$ cat src/rtl/rrc_pkg.sv
package rrc_pkg;

    localparam int ST_W  = 2;
    localparam int ACT_W = 4;

    typedef enum logic [ST_W-1:0] {
        ST_NORMAL         = 2'd0,
        ST_REPLAY         = 2'd1,
        ST_TRAP           = 2'd2,
        ST_INORDER_REPLAY = 2'd3
    } rrc_state_e;

    typedef enum logic [ACT_W-1:0] {
        ACT_NONE          = 4'd0,
        ACT_ARM_REPLAY    = 4'd1,
        ACT_TRAP_PRECISE  = 4'd2,
        ACT_TRAP_STRICT   = 4'd3,
        ACT_TRAP_URGENT   = 4'd4,
        ACT_GO_STRICT     = 4'd5,
        ACT_RESUME_EPC    = 4'd6,
        ACT_RESUME_REGION = 4'd7,
        ACT_LEAVE_STRICT  = 4'd8
    } rrc_act_e;

endpackage

$ cat src/rtl/rrc_issue_gate.sv
module rrc_issue_gate #(
    parameter int PC_W = 32
) (
    input  logic            limit_en,
    input  logic [PC_W-1:0] limit_pc,
    input  logic            issue_valid,
    input  logic [PC_W-1:0] issue_pc,
    output logic            issue_stall
);

    logic past_limit;

    always_comb begin
        past_limit  = (issue_pc > limit_pc);
        issue_stall = limit_en & issue_valid & past_limit;
    end

endmodule

$ cat src/rtl/rrc_fsm.sv
module rrc_fsm
    import rrc_pkg::*;
#(
    parameter int PC_W = 32
) (
    input  logic            clk,
    input  logic            rst_n,
    input  logic            exc_valid,
    input  logic            exc_urgent,
    input  logic [PC_W-1:0] exc_pc,
    input  logic [PC_W-1:0] saved_pc,
    input  logic            region_boundary,
    input  logic            handler_done,
    input  logic            trap_was_urgent,
    input  logic            trap_was_strict,
    output rrc_state_e      state_q,
    output rrc_act_e        act,
    output logic            cap_region
);

    rrc_state_e state_d;

    // next state and action
    always_comb begin
        state_d    = state_q;
        act        = ACT_NONE;
        cap_region = 1'b0;
        unique case (state_q)
            ST_NORMAL: begin
                if (exc_valid) begin
                    cap_region = 1'b1;
                    if (exc_urgent) begin
                        state_d = ST_TRAP;
                        act     = ACT_TRAP_URGENT;
                    end else begin
                        state_d = ST_REPLAY;
                        act     = ACT_ARM_REPLAY;
                    end
                end
            end
            ST_REPLAY: begin
                if (exc_valid) begin
                    if (exc_urgent) begin
                        state_d = ST_TRAP;
                        act     = ACT_TRAP_URGENT;
                    end else if (exc_pc == saved_pc) begin
                        state_d = ST_TRAP;
                        act     = ACT_TRAP_PRECISE;
                    end else begin
                        state_d = ST_INORDER_REPLAY;
                        act     = ACT_GO_STRICT;
                    end
                end
            end
            ST_TRAP: begin
                if (handler_done) begin
                    if (trap_was_urgent) begin
                        state_d = ST_NORMAL;
                        act     = ACT_RESUME_REGION;
                    end else if (trap_was_strict) begin
                        state_d = ST_INORDER_REPLAY;
                        act     = ACT_RESUME_EPC;
                    end else begin
                        state_d = ST_NORMAL;
                        act     = ACT_RESUME_EPC;
                    end
                end
            end
            ST_INORDER_REPLAY: begin
                if (exc_valid) begin
                    state_d = ST_TRAP;
                    act     = exc_urgent ? ACT_TRAP_URGENT : ACT_TRAP_STRICT;
                end else if (region_boundary) begin
                    state_d = ST_NORMAL;
                    act     = ACT_LEAVE_STRICT;
                end
            end
            default: begin
                state_d = ST_NORMAL;
            end
        endcase
    end

    // state register
    always_ff @(posedge clk or negedge rst_n) begin
        if (!rst_n) state_q <= ST_NORMAL;
        else        state_q <= state_d;
    end

endmodule

$ cat src/rtl/rrc_ctx_regs.sv
module rrc_ctx_regs
    import rrc_pkg::*;
#(
    parameter int PC_W    = 32,
    parameter int CAUSE_W = 5
) (
    input  logic               clk,
    input  logic               rst_n,
    input  rrc_act_e           act,
    input  logic               cap_region,
    input  logic [PC_W-1:0]    exc_pc,
    input  logic [CAUSE_W-1:0] exc_cause,
    input  logic [PC_W-1:0]    region_start_pc,
    output logic               redirect_valid,
    output logic [PC_W-1:0]    redirect_pc,
    output logic               trap_req,
    output logic [CAUSE_W-1:0] trap_cause,
    output logic [PC_W-1:0]    epc_q,
    output logic               inorder_q,
    output logic               trap_was_urgent,
    output logic               trap_was_strict
);

    logic [PC_W-1:0] region_q;

    // output and context registers
    always_ff @(posedge clk or negedge rst_n) begin
        if (!rst_n) begin
            redirect_valid  <= 1'b0;
            redirect_pc     <= '0;
            trap_req        <= 1'b0;
            trap_cause      <= '0;
            epc_q           <= '0;
            inorder_q       <= 1'b0;
            trap_was_urgent <= 1'b0;
            trap_was_strict <= 1'b0;
            region_q        <= '0;
        end else begin
            redirect_valid <= 1'b0;
            trap_req       <= 1'b0;
            if (cap_region) region_q <= region_start_pc;
            unique case (act)
                ACT_ARM_REPLAY: begin
                    epc_q          <= exc_pc;
                    redirect_valid <= 1'b1;
                    redirect_pc    <= region_start_pc;
                end
                ACT_TRAP_PRECISE, ACT_TRAP_STRICT, ACT_TRAP_URGENT: begin
                    epc_q           <= exc_pc;
                    trap_cause      <= exc_cause;
                    trap_req        <= 1'b1;
                    trap_was_urgent <= (act == ACT_TRAP_URGENT);
                    trap_was_strict <= (act == ACT_TRAP_STRICT);
                end
                ACT_GO_STRICT: begin
                    redirect_valid <= 1'b1;
                    redirect_pc    <= region_q;
                    inorder_q      <= 1'b1;
                end
                ACT_RESUME_EPC: begin
                    redirect_valid <= 1'b1;
                    redirect_pc    <= epc_q;
                    inorder_q      <= trap_was_strict;
                end
                ACT_RESUME_REGION: begin
                    redirect_valid <= 1'b1;
                    redirect_pc    <= region_q;
                    inorder_q      <= 1'b0;
                end
                ACT_LEAVE_STRICT: begin
                    inorder_q <= 1'b0;
                end
                default: begin
                end
            endcase
        end
    end

    AST_RESUME_AT_EPC: assert property (@(posedge clk) disable iff (!rst_n)
        (act == ACT_RESUME_EPC) |=> (redirect_valid && redirect_pc == $past(epc_q)));

endmodule

$ cat src/rtl/region_replay_ctrl.sv
module region_replay_ctrl
    import rrc_pkg::*;
#(
    parameter int PC_W    = 32,
    parameter int CAUSE_W = 5
) (
    input  logic               clk,
    input  logic               rst_n,
    input  logic               exc_valid,
    input  logic [PC_W-1:0]    exc_pc,
    input  logic [CAUSE_W-1:0] exc_cause,
    input  logic               exc_urgent,
    input  logic [PC_W-1:0]    region_start_pc,
    input  logic               region_boundary,
    input  logic               issue_valid,
    input  logic [PC_W-1:0]    issue_pc,
    input  logic               handler_done,
    output logic               redirect_valid,
    output logic [PC_W-1:0]    redirect_pc,
    output logic               issue_limit_en,
    output logic [PC_W-1:0]    issue_limit_pc,
    output logic               issue_stall,
    output logic               trap_req,
    output logic [CAUSE_W-1:0] trap_cause,
    output logic [PC_W-1:0]    epc,
    output logic               inorder_mode,
    output logic [ST_W-1:0]    ctl_state
);

    rrc_state_e state_q;
    rrc_act_e   act;
    logic       cap_region;
    logic       trap_was_urgent;
    logic       trap_was_strict;

    rrc_fsm #(.PC_W(PC_W)) u_fsm (
        .clk             (clk),
        .rst_n           (rst_n),
        .exc_valid       (exc_valid),
        .exc_urgent      (exc_urgent),
        .exc_pc          (exc_pc),
        .saved_pc        (epc),
        .region_boundary (region_boundary),
        .handler_done    (handler_done),
        .trap_was_urgent (trap_was_urgent),
        .trap_was_strict (trap_was_strict),
        .state_q         (state_q),
        .act             (act),
        .cap_region      (cap_region)
    );

    rrc_ctx_regs #(.PC_W(PC_W), .CAUSE_W(CAUSE_W)) u_regs (
        .clk             (clk),
        .rst_n           (rst_n),
        .act             (act),
        .cap_region      (cap_region),
        .exc_pc          (exc_pc),
        .exc_cause       (exc_cause),
        .region_start_pc (region_start_pc),
        .redirect_valid  (redirect_valid),
        .redirect_pc     (redirect_pc),
        .trap_req        (trap_req),
        .trap_cause      (trap_cause),
        .epc_q           (epc),
        .inorder_q       (inorder_mode),
        .trap_was_urgent (trap_was_urgent),
        .trap_was_strict (trap_was_strict)
    );

    always_comb begin
        issue_limit_en = (state_q == ST_REPLAY);
        issue_limit_pc = epc;
        ctl_state      = state_q;
    end

    rrc_issue_gate #(.PC_W(PC_W)) u_gate (
        .limit_en    (issue_limit_en),
        .limit_pc    (issue_limit_pc),
        .issue_valid (issue_valid),
        .issue_pc    (issue_pc),
        .issue_stall (issue_stall)
    );

    AST_FIRST_ARMS: assert property (@(posedge clk) disable iff (!rst_n)
        (state_q == ST_NORMAL && exc_valid && !exc_urgent) |=>
        (redirect_valid && redirect_pc == $past(region_start_pc) &&
         epc == $past(exc_pc) && state_q == ST_REPLAY));

    AST_STALL_ONLY_REPLAY: assert property (@(posedge clk) disable iff (!rst_n)
        issue_stall |-> (state_q == ST_REPLAY && issue_valid));

    AST_SAME_PC_TRAPS: assert property (@(posedge clk) disable iff (!rst_n)
        (state_q == ST_REPLAY && exc_valid && !exc_urgent && exc_pc == epc) |=>
        (trap_req && state_q == ST_TRAP && trap_cause == $past(exc_cause)));

    AST_TRAP_IN_TRAP: assert property (@(posedge clk) disable iff (!rst_n)
        trap_req |-> (state_q == ST_TRAP));

    AST_STRAY_STRICT: assert property (@(posedge clk) disable iff (!rst_n)
        (state_q == ST_REPLAY && exc_valid && !exc_urgent && exc_pc != epc) |=>
        (inorder_mode && redirect_valid && !trap_req));

    AST_STRICT_TRAPS: assert property (@(posedge clk) disable iff (!rst_n)
        (state_q == ST_INORDER_REPLAY && exc_valid) |=>
        (trap_req && epc == $past(exc_pc)));

    AST_LEAVE_STRICT: assert property (@(posedge clk) disable iff (!rst_n)
        (state_q == ST_INORDER_REPLAY && !exc_valid && region_boundary) |=>
        (state_q == ST_NORMAL && !inorder_mode));

    AST_TRAP_HOLDS: assert property (@(posedge clk) disable iff (!rst_n)
        (state_q == ST_TRAP && !handler_done) |=>
        (state_q == ST_TRAP && !redirect_valid && $stable(epc)));

endmodule

$ cat config.mk
export PLATFORM = sky130hd
export DESIGN_NAME = region_replay_ctrl
export DESIGN_NICKNAME = d
export VERILOG_FILES = /design/src/rtl/rrc_pkg.sv /design/src/rtl/rrc_issue_gate.sv /design/src/rtl/rrc_fsm.sv /design/src/rtl/rrc_ctx_regs.sv /design/src/rtl/region_replay_ctrl.sv
export SDC_FILE = /design/constraint.sdc
export NUM_CORES = 1
export LEC_CHECK = 0
export BUFFER_PORTS_ARGS = -buffer_cell sky130_fd_sc_hd__buf_2
export CORE_UTILIZATION = 46
export DETAILED_ROUTE_END_ITERATION = 8
export GPL_TIMING_DRIVEN = 0
export PLACE_DENSITY = 0.82
export SLEW_MARGIN = 10
export SYNTH_ARGS = -nofsm -noshare
export SYNTH_HDL_FRONTEND = slang
export SYNTH_SLANG_ARGS = --single-unit
$ cat constraint.sdc
create_clock -name clk -period 2.56 [get_ports clk]
set_input_delay 0.768 -clock clk [delete_from_list [all_inputs] [get_ports clk]]
set_output_delay 0.768 -clock clk [all_outputs]
set_load 0.05 [all_outputs]
**After elaboration in Yosys (flattened, before gate mapping)**

Index checks and enable logic that the tools add are counted.

- Order comparisons: 1
- Equality and inequality tests: 16
- Muxes and demuxes: 28
- Bitwise gates (word level): 2
- Reduce and logical (&&, ||, !) cells: 9

Operators by type and width:

| kind | count |
|---|---|
| case mux 32 bit (3 select lines) | 1 |
| equality test 32 bit | 1 |
| greater-than comparator 32 bit | 1 |
| two-way mux 4 bit | 6 |
| two-way mux 2 bit | 9 |
| equality test 4 x 3 -> 1 bit, second input constant | 4 |
| case mux 4 bit (4 select lines) | 1 |
| two-way mux 3 bit | 3 |
| equality test 4 x 2 -> 1 bit, second input constant | 2 |
| case mux 2 bit (4 select lines) | 1 |
| OR reduction 4 bit | 2 |
| two-way mux 1 bit | 6 |
| inequality test 2 bit, second input constant | 3 |
| nonzero test 3 bit | 2 |
| equality test 2 bit, second input constant | 2 |
| equality test 4 x 1 -> 1 bit, second input constant | 1 |
| equality test 4 bit, second input constant | 1 |
| AND reduction 4 bit | 1 |
| OR reduction 2 bit | 2 |
| inequality test 3 bit, second input constant | 1 |
| case mux 1 bit (3 select lines) | 1 |
| OR reduction 3 bit | 1 |
| AND 1 bit | 2 |
| equality test 2 x 1 -> 1 bit, second input constant | 1 |
| logical NOT 2 bit | 1 |

- Register bits after elaboration: 108
- Output and inout bits: 108
- Logic and storage cells: 66

**Depth between registers and ports, before layout**

Gate-level depths: netlist of run 1.

- Depth in word-level cells: 8
- Depth in mapped cells: 9
- Depth with buffers taken out: 8

**Cells and area by module**

Synthesis of run 1 repeated with hierarchy kept, for this count alone.

- Cell total of the unflattened synthesis: 601
- Area, all modules: 6507.5 µm²

Modules (own cells, without submodules):

| module | instances | cells an instance | area an instance (µm²) |
|---|---|---|---|
| rrc_ctx_regs | 1 | 380 | 4844.6 |
| rrc_issue_gate | 1 | 112 | 822.0 |
| rrc_fsm | 1 | 76 | 586.8 |
| region_replay_ctrl | 1 | 33 | 254.0 |

**Worst setup path after synthesis of run 1**

Ideal clock, no wire load.

- Path kind: register -> output
- From: register u_regs.epc_q[13]
- To: output issue_stall
- Arrival: 2.630 ns
- Required time: 1.792 ns
- Path slack: -0.838 ns
- Stages on the path, launching flop included: 9
- Buffers on the path: 0
- Cell sequence: dfrtp_1 -> inv_1 -> ha_1 -> nand2_1 -> nor3_1 -> o2111ai_1 -> a21oi_1 -> o31ai_1 -> a31oi_1

- Word-level cells in the longest chain between the ends: 2

RTL lines:

| what | line | RTL |
|---|---|---|
| from (decl) | rrc_ctx_regs.sv:18 | `output logic [PC_W-1:0] epc_q,` |
| from (signal assigned) | rrc_ctx_regs.sv:44 | `epc_q <= exc_pc;` |
| from (signal assigned) | rrc_ctx_regs.sv:49 | `epc_q <= exc_pc;` |
| greater-than comparator 32 bit | rrc_issue_gate.sv:14 | `past_limit = (issue_pc > limit_pc);` |
| AND 1 bit | rrc_issue_gate.sv:15 | `issue_stall = limit_en & issue_valid & past_limit;` |
| to (decl) | region_replay_ctrl.sv:22 | `output logic issue_stall,` |

No other way between the ends.

**Worst setup path after layout of run 1**

- From: input issue_pc[20]
- To: output issue_stall

- Word-level cells in the longest chain between the ends: 2

RTL lines:

| what | line | RTL |
|---|---|---|
| from (decl) | region_replay_ctrl.sv:16 | `input logic [PC_W-1:0] issue_pc,` |
| greater-than comparator 32 bit | rrc_issue_gate.sv:14 |  |
| AND 1 bit | rrc_issue_gate.sv:15 |  |

No other way between the ends.

==> results of run 1 <==
## sequential cells by signal, summed over array words and instances, names as in the netlist
register and cells:
u_fsm.state_q 2, u_regs.trap_was_strict 1, u_regs.redirect_valid 1, u_regs.inorder_q 1
u_regs.trap_req 1, u_regs.redirect_pc 32, u_regs.trap_was_urgent 1, u_regs.epc_q 32
u_regs.region_q 32, u_regs.trap_cause 5
## cell families after synthesis
group / count (synthesis)
buffers and inverters: 104
flip-flops: 108
AO/OA/AOI/OAI: 141
multiplexers: 72
adder cells (fa/ha/maj): 32
XOR/XNOR: 32
AND/OR/NAND/NOR: 119
## how the worst max path moves through the flow
stage                             to          from  slack [ns]  depth (start not counted)
CTS                      issue_stall  issue_pc[20]       -0.45                          9
global placement    u_regs.epc_q[26]         rst_n       -0.77                          1
detailed placement  u_regs.epc_q[24]    exc_pc[16]       -0.64                          9
floorplan                issue_stall  issue_pc[13]       -0.30                          7
finish                   issue_stall  issue_pc[20]       -0.66                          9
global route             issue_stall  issue_pc[18]       -0.67                          9
## stage by stage
step / util (%) / setup slack [ns]
global placement: 57.4 / -0.768
global route: 71.7 / -0.674
finish: 71.7 / -0.664
CTS: 67.0 / -0.446
detailed placement: 57.7 / -0.637
floorplan: - / -0.298
## layer usage
metal  routed length (µm)  GRT usage, %
met1                 8860          37.0
met2                10900          48.6
met3                 1520          5.69
met4                  984          15.2
met5                    0             0
## layout by cell type, fill, tap and decap left out, types with 4 or more instances in the layout
| cell | Yosys | routed |
|---|---|---|
| buf_2 | 3 | 201 |
| dfrtp_1 | 108 | 80 |
| buf_4 | 32 | 70 |
| nand2_1 | 40 | 38 |
| mux2_2 | 52 | 37 |
| inv_1 | 36 | 34 |
| o21ai_0 | 78 | 34 |
| mux2_4 | 10 | 32 |
| buf_6 | 4 | 31 |
| o21ai_1 | 0 | 31 |
| xor2_1 | 32 | 28 |
| dfrtp_2 | 0 | 28 |
| nor3_2 | 0 | 22 |
| ha_4 | 0 | 22 |
| a41oi_1 | 32 | 19 |
| clkbuf_1 | 29 | 16 |
| nor3_1 | 39 | 15 |
| o21ai_2 | 0 | 13 |
| a41oi_2 | 0 | 13 |
| clkbuf_16 | 0 | 12 |
| ha_1 | 32 | 10 |
| nand4_1 | 8 | 8 |
| buf_8 | 0 | 8 |
| nor4_2 | 0 | 6 |
| a21oi_1 | 7 | 6 |
| nor2b_1 | 5 | 5 |
| nor2_1 | 5 | 5 |
| a21o_1 | 5 | 5 |
| nor4_1 | 11 | 4 |
| xor2_2 | 0 | 4 |
## power breakdown
part / internal [mW] / switching [mW] / total [mW]
combinational: 3.60 / 6.24 / 9.83
clock: 0.864 / 0.686 / 1.55
sequential: 2.62 / 0.747 / 3.37
## layout make-up
type,instances,area [µm²]
Antenna cell,3,7.51
Inverter,36,135
Sequential cell,108,2740
Multi-Input combinational cell,396,3810
Clock buffer,9,225
Buffer,66,509
Tap cell,176,220
Timing Repair Buffer,270,1750
Clock inverter,7,100
Fill cell,916,3750
## what timing repair did
item / 4_1_cts / 5_1_grt
buffers inserted: 33 / 18
gates resized for setup: 144 / 122
pin swaps: 33 / 47
endpoints found under the hold margin: 0 / 0
gates cloned: 3 / 3
endpoints found under the setup margin: 70 / 72
==> key figures, run 1 <==
Critical path
  • Crit Path Class: in -> out
  • Worst-path fanout max: 2
  • CP arrival: 2.46 ns
  • CP Cell Sequence: buf_6, ha_4, nand4_1, o21ai_1, a21oi_1, nor4_1, nor2_1, a31oi_4, buf_6
  • Cell mode on critical path: buf_6
  • Reg2reg path depth: 10
  • Worst path buffer plus inverter count: 2
  • CP max stage delay: 0.26 ns
  • R2r setup slk: -0.14 ns
  • Endpoint class of the critical path: primary output
  • Startpoint Class: input port
  • R2r endpoint: u_regs.epc_q[9]
  • Critical path's slowest cell: ha_4
  • CP top delay family: simple AND/OR/NAND/NOR gates
  • CP required: 1.79 ns
  • R2r startpoint: u_regs.epc_q[21]

Clock network
  • # clock sinks: 108
  • Clk buf depth: 2
  • Clock latency on the worst-skew pair: 0.36 ns
  • CTS tree: done
  • Total CTS buffers: 9
  • Root Buffer Master: clkbuf_16
  • Clock slew at reported path FFs: 0.07 ns
  • Hold_buf cts: 0
  • CTS HTree Levels: 3

Yosys
  • Post-Synth Adder-Cell Area: 6.39%
  • Synth Area in Simple Gates: 9.38%
  • Top-count cell post-synth: dfrtp_1
  • Fraction of registers with async set/reset: 100%
  • Compound-Gate Fraction of Synth Area: 14.5%
  • Mapped Cells: 608
  • Largest family of logic cells by synthesized area: compound AO/OA/AOI/OAI gates
  • Post-Syn Nets: 748
  • Post-synth top flop: dfrtp_1
  • Synth Cell Area: 6270 µm²
  • Post-synthesis sequential area ratio: 43.1%
  • Area leader, netlist: dfrtp_1
  • EDFF count, synth: 0
  • Mean Syn Cell Area: 10.3 µm²
  • Synth Area in XOR/XNOR: 4.47%
  • Synth Register Bits: 108
  • Mux contribution to synthesized area: 13.5%
  • Synth top cells by count: dfrtp_1, o21ai_0, mux2_2, nand2_1, nor3_1
  • YS warnings: 0
  • Top cell type's share of synthesized area: 43.1%
  • Unique cell type count in the Yosys netlist: 43
  • Ranking of synthesized cells by area: dfrtp_1, mux2_2, ha_1

Power and ir drop
  • Pwr/cell area: 1550 nW/µm²
  • Leakage: 4.24 nW
  • Total power: 14.8 mW
  • Max VDD drop: 936 µV

Floorplan
  • Placeable Area: 13200 µm²
  • Initial Util: 47.3%
  • Die width: 119 µm
  • Die Height: 119 µm
  • DIE AREA: 14100 µm²
  • I/O pin count: 216
  • Rows: 42

Place
  • Buffers on Ports: 214
  • Placed Area: 7640 µm²
  • # placed instances: 999
  • Post-DP HPWL: 14100 µm
  • GPL Wtd Cong: 0.901

STA
  • Setup WS post-layout: -0.664 ns
  • Sum Neg Setup Slack: -2.67 ns
  • Fmax: 310 MHz
  • Unrepaired setup endpoints after global routing: true
  • # setup viols final: 49
  • Max-slew violations: 0
  • Hold slack: 0.328 ns
  • Period utilization: 126%
  • Min cycle time layout: 3.22 ns
  • Slew headroom: 51.4%
  • Fin. Hold Viols: 0
  • Worst Skew: 0.0122 ns
  • Worst slew pin tran: 0.729 ns

Global routing
  • Initial antenna violation count: 3
  • Grt ovf: 0
  • Number of global-route vias before repair: 6032
  • Tot GR Track Use: 29.6%
  • First-pass GRT wire length: 32000 µm
  • Largest net degree at the start of global routing: 68

Cells and area
  • Post-route insts no fill: 1071
  • Layout area overhead: 51.4%
  • Share of cells above drive strength 1: 59.6%
  • Final Cell Area: 9500 µm²
  • Layout Nets: 1027

Status
  • Failing checks: setup timing
  • Result of the run: finished, violations left

Drt
  • Detailed-route DRC error count: 0
  • Detail Route Antenna Nets: 0
  • Via density per instance: 5.77
  • 1st-pass router iterations: 7
  • 1st-iter DRT viols: 431
  • Drt wl/cell: 20.8 µm
  • Routed wire length: 22300 µm
  • Total number of vias: 6184

Worst hold path
  • Hold Path Class: in -> async

Run
  • Max-Cap Viols: 0
No activity file was read; power rests on OpenSTA's default activity.
==> run 2, diff against run 1 <==
--- a/config.mk
+++ b/config.mk
@@ -5,11 +5,12 @@
 export SDC_FILE = /design/constraint.sdc
 export NUM_CORES = 1
 export LEC_CHECK = 0
-export BUFFER_PORTS_ARGS = -buffer_cell sky130_fd_sc_hd__buf_2
-export CORE_UTILIZATION = 46
+export CORE_MARGIN = 8
+export CORE_UTILIZATION = 58
 export DETAILED_ROUTE_END_ITERATION = 8
+export DONT_BUFFER_PORTS = 1
 export GPL_TIMING_DRIVEN = 0
-export PLACE_DENSITY = 0.82
+export PLACE_DENSITY = 0.72
 export SLEW_MARGIN = 10
 export SYNTH_ARGS = -nofsm -noshare
 export SYNTH_HDL_FRONTEND = slang
==> run 2 against run 1 <==
- the flow still finishes with violations (setup timing)
- fmax shrank 5.2%
- sequential share of layout area rose by 5.2 points
- global-route usage decreased by 2.5 points
- critical path depth decreased by 1
- count of clock-buffer cells in the layout is 1 higher
- non-clock buffer count decreased by 249
- worst setup slack got worse by 0.18 ns
- via count fell by 16%
- utilization rose by 5.2 points
==> key figures, run 2 (same netlist as run 1, synthesis figures left out) <==
Global routing
  • Initial antenna violation count: 0 (was 3)
  • Number of global-route vias before repair: 5160 (was 6032)
  • Tot GR Track Use: 27.0% (was 29.6%)
  • First-pass GRT wire length: 30300 µm (was 32000 µm)
  • Largest net degree at the start of global routing: 109 (was 68)
  • Grt ovf: 0 (unchanged)

Place
  • GPL Wtd Cong: 0.899 (was 0.901)
  • Post-DP HPWL: 14600 µm (was 14100 µm)
  • Buffers on Ports: 0 (was 214)

Critical path
  • CP required: 1.79 ns (about the same)
  • R2r endpoint: u_regs.redirect_pc[6] (was u_regs.epc_q[9])
  • Worst-path fanout max: 6 (was 2)
  • Endpoint class of the critical path: primary output (unchanged)
  • Startpoint Class: flop (was input port)
  • R2r startpoint: u_regs.epc_q[20] (was u_regs.epc_q[21])
  • CP arrival: 2.63 ns (was 2.46 ns)
  • Crit Path Class: reg -> out (was in -> out)
  • Reg2reg path depth: 9 (was 10)
  • R2r setup slk: -0.18 ns (was -0.14 ns)

STA
  • Hold slack: 0.0573 ns (was 0.328 ns)
  • Fin. Hold Viols: 0 (unchanged)
  • Period utilization: 133% (was 126%)
  • Min cycle time layout: 3.40 ns (was 3.22 ns)
  • Slew headroom: 54.5% (was 51.4%)
  • Worst Skew: 0.0196 ns (was 0.0122 ns)
  • Worst slew pin tran: 0.683 ns (was 0.729 ns)
  • Setup WS post-layout: -0.842 ns (was -0.664 ns)
  • Unrepaired setup endpoints after global routing: true (unchanged)
  • Max-slew violations: 0 (unchanged)
  • # setup viols final: 67 (was 49)
  • Fmax: 294 MHz (was 310 MHz)

Drt
  • Routed wire length: 21600 µm (was 22300 µm)
  • Detailed-route DRC error count: 0 (unchanged)
  • 1st-pass router iterations: 5 (was 7)
  • Detail Route Antenna Nets: 0 (unchanged)
  • Drt wl/cell: 27.6 µm (was 20.8 µm)
  • Total number of vias: 5174 (was 6184)
  • 1st-iter DRT viols: 410 (was 431)
  • Via density per instance: 6.60 (was 5.77)

Floorplan
  • Initial Util: 58.6% (was 47.3%)
  • Placeable Area: 10700 µm² (was 13200 µm²)
  • Rows: 38 (was 42)
  • Die Height: 120 µm (was 119 µm)
  • I/O pin count: 216 (unchanged)
  • DIE AREA: 14400 µm² (was 14100 µm²)
  • Die width: 120 µm (was 119 µm)

Clock network
  • Clock slew at reported path FFs: 0.11 ns (was 0.07 ns)
  • CTS tree: done (unchanged)
  • Root Buffer Master: clkbuf_8 (was clkbuf_16)
  • Clk buf depth: 2 (unchanged)
  • Clock latency on the worst-skew pair: 0.39 ns (was 0.36 ns)
  • CTS HTree Levels: 3 (unchanged)
  • # clock sinks: 108 (unchanged)
  • Total CTS buffers: 9 (unchanged)

Cells and area
  • Share of cells above drive strength 1: 50.9% (was 59.6%)
  • Top flop regs: u_regs.epc_q x32, u_regs.redirect_pc x32, u_regs.region_q x32 (unchanged)
  • # diodes: 0 (was 3)
  • Commonest non-fill, non-tap cell in the layout: dfrtp_1 (was buf_2)
  • Layout area overhead: 31.2% (was 51.4%)
  • Area of the multi-input gates: 4030 µm² (was 3810 µm²)
  • FILL cells: 651 (was 916)
  • Most frequent cells in the layout: dfrtp_1, buf_4, o21ai_0 (was buf_2, dfrtp_1, buf_4)
  • Layout Nets: 779 (was 1027)
  • Sequential cell area: 2800 µm² (was 2740 µm²)

Status
  • Failing checks: setup timing (unchanged)
  • Result of the run: finished, violations left (unchanged)

Run
  • Max-Cap Viols: 0 (unchanged)

Worst hold path
  • Hold Path Class: in -> async (unchanged)
==> run 2: cell count changes in the layout (fill, tap and decap cells not counted), moves of 18 or more <==
cell | previous run | this run
buf_2 | 201 | 0
buf_6 | 31 | 4
a41oi_1 | 19 | 0
o21ai_1 | 31 | 9
ha_4 | 22 | 4
buf_4 | 70 | 40
dfrtp_4 | 0 | 23
a41oi_2 | 13 | 32
ha_1 | 10 | 28
==> run 2: per-stage QoR <==
step                      std cells  instance area, µm²  util (%)  setup WS, ns  TNS, ns
final                           784                8230      76.9        -0.842    -5.89
after global routing            784                8230      76.9        -0.885   -12.82
after CTS                       778                7200      67.3        -0.733    -5.12
after detailed placement        748                6490      60.6        -0.654   -43.95
after global placement          748                6490      60.6        -0.640   -38.52
after floorplan                 608                6310         -        -0.298   -0.299
==> run 2: worst max path at each step <==
stage	startpoint	end	slack, ns	cells past startpoint
2_1_floorplan	issue_pc[13]	issue_stall	-0.30	7
3_5_place_dp	u_fsm.state_q[0]	u_regs.redirect_pc[18]	-0.65	9
6_report	u_regs.epc_q[11]	issue_stall	-0.84	8
5_1_grt	u_regs.epc_q[11]	issue_stall	-0.88	8
3_3_place_gp	u_fsm.state_q[0]	u_regs.redirect_pc[20]	-0.64	9
4_1_cts	u_regs.epc_q[11]	issue_stall	-0.73	8
==> run 2: repair_timing <==
| action | CTS | global route |
|---|---|---|
| hold buffers | 0 | 0 |
| gates cloned | 4 | 6 |
| resized for setup | 137 | 223 |
| setup buffers | 11 | 2 |
| endpoints found under the hold margin | 0 | 0 |
| setup endpoints to repair | 104 | 73 |
| pin swaps | 14 | 24 |
==> run 2: cell type report <==
class	count	share of cell area, %
well taps	140	2.13
multi-input cells	397	49.0
inverters	36	1.72
flip-flops and latches	108	34.1
plain buffers	65	7.00
clock inverters	6	0.456
repair buffers	22	3.92
clock buffers	10	1.67
==> run 2: critical path, stage by stage (launching register included) <==
cell and delay [ns]:
dfrtp_4 0.62, inv_4 0.06, ha_4 0.27, nand4_1 0.15
nor3_4 0.26, o2111ai_2 0.16, a21oi_2 0.20, o31ai_4 0.10
a31oi_4 0.42
==> run 2: layer usage <==
metal	GRT usage [%]	vias to the layer above	share of wire (%)
met5	0	-	0
met4	8.12	0	2.9
met3	10.2	48	11
met2	45.0	283	50
met1	31.9	2620	36
li1	-	2223	-
Power of run 2 is not shown: default switching activity piles up to over one toggle a cycle in this logic, so the estimate is an artifact.
